[src/rtl/mixed_io_pkg.sv]
package mixed_io_pkg;
  typedef struct packed {
    logic latchLoad;   // capture wrData this edge
    logic altSel;      // alternate bit sourced from PWM
    logic altHoldLow;  // PWM domain stopped: hold alternate bit low
  } ioStrobes_t;
endpackage

[src/rtl/mixed_io_ctrl.sv]
module mixed_io_ctrl
  import mixed_io_pkg::*;
(
  input  logic       wrEn,
  input  logic       pwmEnable,
  input  logic       lowPower,
  output ioStrobes_t strobes
);
  always_comb begin
    strobes.latchLoad  = wrEn;
    strobes.altSel     = pwmEnable;
    strobes.altHoldLow = pwmEnable & lowPower;
  end
endmodule

[src/rtl/mixed_io_dp.sv]
module mixed_io_dp
  import mixed_io_pkg::*;
#(
  parameter int WIDTH = 5,
  parameter logic [WIDTH-1:0] PULL_MASK = 5'b11000,
  parameter int ALT_BIT = 4
) (
  input  logic             clk,
  input  logic             rstN,
  input  ioStrobes_t       strobes,
  input  logic [WIDTH-1:0] wrData,
  input  logic [WIDTH-1:0] padIn,
  input  logic             pwmIn,
  output logic [WIDTH-1:0] rdLatch,
  output logic [WIDTH-1:0] rdPin,
  output logic [WIDTH-1:0] padOe,
  output logic [WIDTH-1:0] padOut,
  output logic [WIDTH-1:0] padPullEn
);
  logic [WIDTH-1:0] portLatch;

  always_ff @(posedge clk or negedge rstN) begin
    if (!rstN)                  portLatch <= '1;
    else if (strobes.latchLoad) portLatch <= wrData;
  end

  assign rdLatch = portLatch;
  assign rdPin   = padIn;

  for (genvar i = 0; i < WIDTH; i++) begin : g_bit
    localparam bit HAS_PULL = PULL_MASK[i];
    if (i == ALT_BIT) begin : g_alt
      logic altVal;
      assign altVal = strobes.altHoldLow ? 1'b0 : pwmIn;
      always_comb begin
        if (strobes.altSel) begin
          padOe[i]     = 1'b1;
          padOut[i]    = altVal;
          padPullEn[i] = 1'b0;
        end else begin
          padOe[i]     = ~portLatch[i];
          padOut[i]    = 1'b0;
          padPullEn[i] = HAS_PULL & portLatch[i];
        end
      end
    end else begin : g_gpio
      always_comb begin
        padOe[i]     = ~portLatch[i];
        padOut[i]    = 1'b0;
        padPullEn[i] = HAS_PULL & portLatch[i];
      end
    end
  end
endmodule

[src/rtl/mixed_io_port.sv]
module mixed_io_port
  import mixed_io_pkg::*;
#(
  parameter int WIDTH = 5,
  parameter logic [WIDTH-1:0] PULL_MASK = 5'b11000,
  parameter int ALT_BIT = 4
) (
  input  logic             clk,
  input  logic             rstN,
  input  logic             wrEn,
  input  logic [WIDTH-1:0] wrData,
  input  logic [WIDTH-1:0] padIn,
  input  logic             pwmIn,
  input  logic             pwmEnable,
  input  logic             lowPower,
  output logic [WIDTH-1:0] rdLatch,
  output logic [WIDTH-1:0] rdPin,
  output logic [WIDTH-1:0] padOe,
  output logic [WIDTH-1:0] padOut,
  output logic [WIDTH-1:0] padPullEn
);
  ioStrobes_t strobes;

  mixed_io_ctrl u_ctrl (
    .wrEn(wrEn), .pwmEnable(pwmEnable), .lowPower(lowPower), .strobes(strobes)
  );

  mixed_io_dp #(.WIDTH(WIDTH), .PULL_MASK(PULL_MASK), .ALT_BIT(ALT_BIT)) u_dp (
    .clk(clk), .rstN(rstN), .strobes(strobes), .wrData(wrData), .padIn(padIn),
    .pwmIn(pwmIn), .rdLatch(rdLatch), .rdPin(rdPin), .padOe(padOe),
    .padOut(padOut), .padPullEn(padPullEn)
  );
endmodule

[config.mk]
export PLATFORM = sky130hd
export DESIGN_NAME = mixed_io_port
export DESIGN_NICKNAME = d
export VERILOG_FILES = /design/src/rtl/mixed_io_pkg.sv /design/src/rtl/mixed_io_ctrl.sv /design/src/rtl/mixed_io_dp.sv /design/src/rtl/mixed_io_port.sv
export SDC_FILE = /design/constraint.sdc
export NUM_CORES = 1
export LEC_CHECK = 0
export BUFFER_PORTS_ARGS = -buffer_cell sky130_fd_sc_hd__buf_2
export CAP_MARGIN = 25
export CELL_PAD_IN_SITES_DETAIL_PLACEMENT = 0
export CELL_PAD_IN_SITES_GLOBAL_PLACEMENT = 1
export CORE_MARGIN = 3
export CORE_UTILIZATION = 18
export CTS_BUF_LIST = sky130_fd_sc_hd__clkbuf_4 sky130_fd_sc_hd__clkbuf_8
export CTS_CLUSTER_SIZE = 20
export DETAILED_ROUTE_END_ITERATION = 6
export GPL_TIMING_DRIVEN = 0
export PLACE_DENSITY = 0.85
export REMOVE_ABC_BUFFERS = 1
export SYNTH_ARGS = -nofsm -noshare
export SYNTH_HDL_FRONTEND = slang
export SYNTH_SLANG_ARGS = --single-unit
export TNS_END_PERCENT = 100
[constraint.sdc]
create_clock -name clk -period 0.8 [get_ports clk]
set_input_delay 0.04 -clock clk [delete_from_list [all_inputs] [get_ports clk]]
set_output_delay 0.04 -clock clk [all_outputs]
set_load 0.05 [all_outputs]
==> impl_metrics.env <==
export IMPL_status="finished with violations"
export IMPL_violations="setup timing"
export IMPL_n_fill_cell=164
export IMPL_mostFrequentLayoutCell="buf_2"
export IMPL_finalCritPeriodShare_pct=140.0
export IMPL_drive_gt1_share_pct=80.77
export IMPL_grt_pass1_vias=242
export IMPL_cts_max_level=1
export IMPL_period_minus_slack_ns=1.120
export IMPL_cap_violations=0
export IMPL_overflow=0
export IMPL_postCtsSetupRepairBufs=0
export IMPL_arrival_ns=1.08
export IMPL_gp_congestion=0.5976
export IMPL_synth_top_area_share_pct=40.38
export IMPL_cts_tree="yes"
export IMPL_finalMaxSlewViolations=0
export IMPL_grt_pass1_wl_um=1069
export IMPL_fmax_ghz=0.8926
export IMPL_clk_pin_slew_ns=0.04
export IMPL_ys_warnings_count=0
export IMPL_antenna_cells=0
export IMPL_synth_avg_cell_area_um2=10.49
export IMPL_cts_buffers=3
export IMPL_cp_start_kind="flop"
export IMPL_fin_worst_skew_ns=0
export IMPL_ys_ff_latch=5
export IMPL_yosysSeqAreaShare_pct=40.38
export IMPL_worstPathMaxFanout=4
export IMPL_syn_to_final_growth_pct=64.23
export IMPL_start_util_pct=20.41
export IMPL_cts_buffer_depth=2
export IMPL_syn_inst=31
export IMPL_numPortBuffers=23
export IMPL_synth_cell_type_count=8
export IMPL_worst_slack_ns=-0.3203
export IMPL_synth_top_area_cell="dfstp_2"
export IMPL_grt_use_met2_pct=10.32
export IMPL_netlist_area_um2=325.3
export IMPL_vias=255
export IMPL_fin_total_pwr_mw=1.189
export IMPL_power_density_nw_per_um2=2226
export IMPL_grt_max_degree=6
export IMPL_busiest_layer="met2"
export IMPL_hp_class="input port to flop"
export IMPL_final_cells=76
export IMPL_layout_nets=69
export IMPL_ios=41
export IMPL_drt_wl_total_um=706
export IMPL_place_hpwl_um=588.9
export IMPL_critPathCaptureType="output pin"
export IMPL_wl_per_cell_um=9.289
export IMPL_crit_chain="nor2b_4 > buf_6"
export IMPL_drt_iter0_drc=0
export IMPL_peakVddDrop_uv=791.7
export IMPL_die_y_um=48.51
export IMPL_viasPerCell=3.355
export IMPL_antenna_found_initial=0
export IMPL_power_leakage_nw=0.2769
export IMPL_largest_register_ffs=5
export IMPL_dp_cells=71
export IMPL_met3_usage_pct=4.908
export IMPL_cpMaxStageDelayCell="dfstp_2"
export IMPL_grt_setup_unrepaired="true"
export IMPL_required_ns=0.76
export IMPL_synthTopCellsByArea="dfstp_2 (40%), buf_4 (30%), mux2_2 (17%)"
export IMPL_clkLatencyLatePin_ns=0.24
export IMPL_die_w_um=48.51
export IMPL_met1_usage_pct=4.520
export IMPL_finalHoldViolCount=0
export IMPL_cts_sinks=5
export IMPL_rows=14
export IMPL_grt_use_total_pct=6.080
export IMPL_core_area_um2=1594
export IMPL_cts_root_buffer="clkbuf_4"
export IMPL_final_cell_mix="buf_2 (12), conb_1 (7), buf_6 (6), buf_8 (5), dfstp_2 (5)"
export IMPL_first_pass_iters=1
export IMPL_max_stage_delay_ns=0.55
export IMPL_dieArea_um2=2353
export IMPL_ant_nets=0
export IMPL_setup_viol=13
export IMPL_drc=0
export IMPL_path_class="flop to output pin"
[metal layers]
| metal | wire length (µm) | part of all wire, % |
|---|---|---|
| met3 | 100 | 14 |
| met2 | 403 | 57 |
| met5 | 0 | 0 |
| met1 | 202 | 29 |
| met4 | 0 | 0 |
[path summary, 6_finish.rpt]
check                                            startpoint                     endpoint  slack [ns]  depth (start not counted)
worst max-delay path            u_dp.rdLatch[4]$_DFFE_PN1P_                 padPullEn[4]       -0.32                          2
worst min-delay path                              wrData[0]  u_dp.rdLatch[0]$_DFFE_PN1P_        0.03                          2
worst max register to register  u_dp.rdLatch[3]$_DFFE_PN1P_  u_dp.rdLatch[3]$_DFFE_PN1P_           0                          1
worst min register to register  u_dp.rdLatch[4]$_DFFE_PN1P_  u_dp.rdLatch[4]$_DFFE_PN1P_        0.64                          1
max in group asynchronous                              rstN  u_dp.rdLatch[1]$_DFFE_PN1P_        0.45                          2
min in group asynchronous                              rstN  u_dp.rdLatch[4]$_DFFE_PN1P_        0.33                          2
[synthesized netlist by cell type (all sizes together)]
master and number:
buf 13, dfstp 5, mux2 5, inv 4
and3b 1, conb 1, nand2b 1, nor2b 1
[layout make-up]
class                      instances  area, µm²  area share [%]
tap                               24      30.03           5.621
sequential                         5      131.4           24.59
multi-input combinational         15      115.1           21.55
clock buffer                       4      30.03           5.621
inverter                           4      15.01           2.810
timing repair buffer              24      212.7           39.81
[stage by stage]
step	util (%)	worst slack (ns)	area (µm²)	hold WS [ns]	TNS, ns
floorplan	-	-0.6934	250.2	-0.1078	-3.019
finish	33.52	-0.3203	534.3	0.03444	-2.762
global route	33.52	-0.3745	534.3	0.03287	-3.236
global placement	24.80	-0.1422	395.4	0.04915	-0.2708
CTS	33.28	-0.3358	530.5	0.02458	-2.951
detailed placement	24.80	-0.1499	395.4	0.05263	-0.3197
[report_power, final]
part / switching, mW / leakage (nW) / internal [mW] / total [mW]
clock: 0.0962 / 0.0184 / 0.222 / 0.318
sequential: 0.0342 / 0.0526 / 0.300 / 0.334
combinational: 0.352 / 0.206 / 0.185 / 0.537
[what timing repair did]
item / in CTS / in global routing
endpoints found under the hold margin: 5 / 0
endpoints found under the setup margin: 12 / 13
hold buffers: 1 / 0
resized for setup: 33 / 1
[critical path: cells and delay by family, from the launching register on]
kind,cells,cell delay [ns]
buffers and inverters,1,0.15
flip-flops,1,0.55
AND/OR/NAND/NOR,1,0.14
[logic make-up after synthesis]
| group | Yosys count | share of synthesized area (%) |
|---|---|---|
| other cells | 1 | 1.153 |
| buf+inv | 17 | 34.61 |
| mux | 5 | 17.31 |
| flops | 5 | 40.39 |
| simple gates | 3 | 6.541 |
Power figures use the tool's default switching activity.
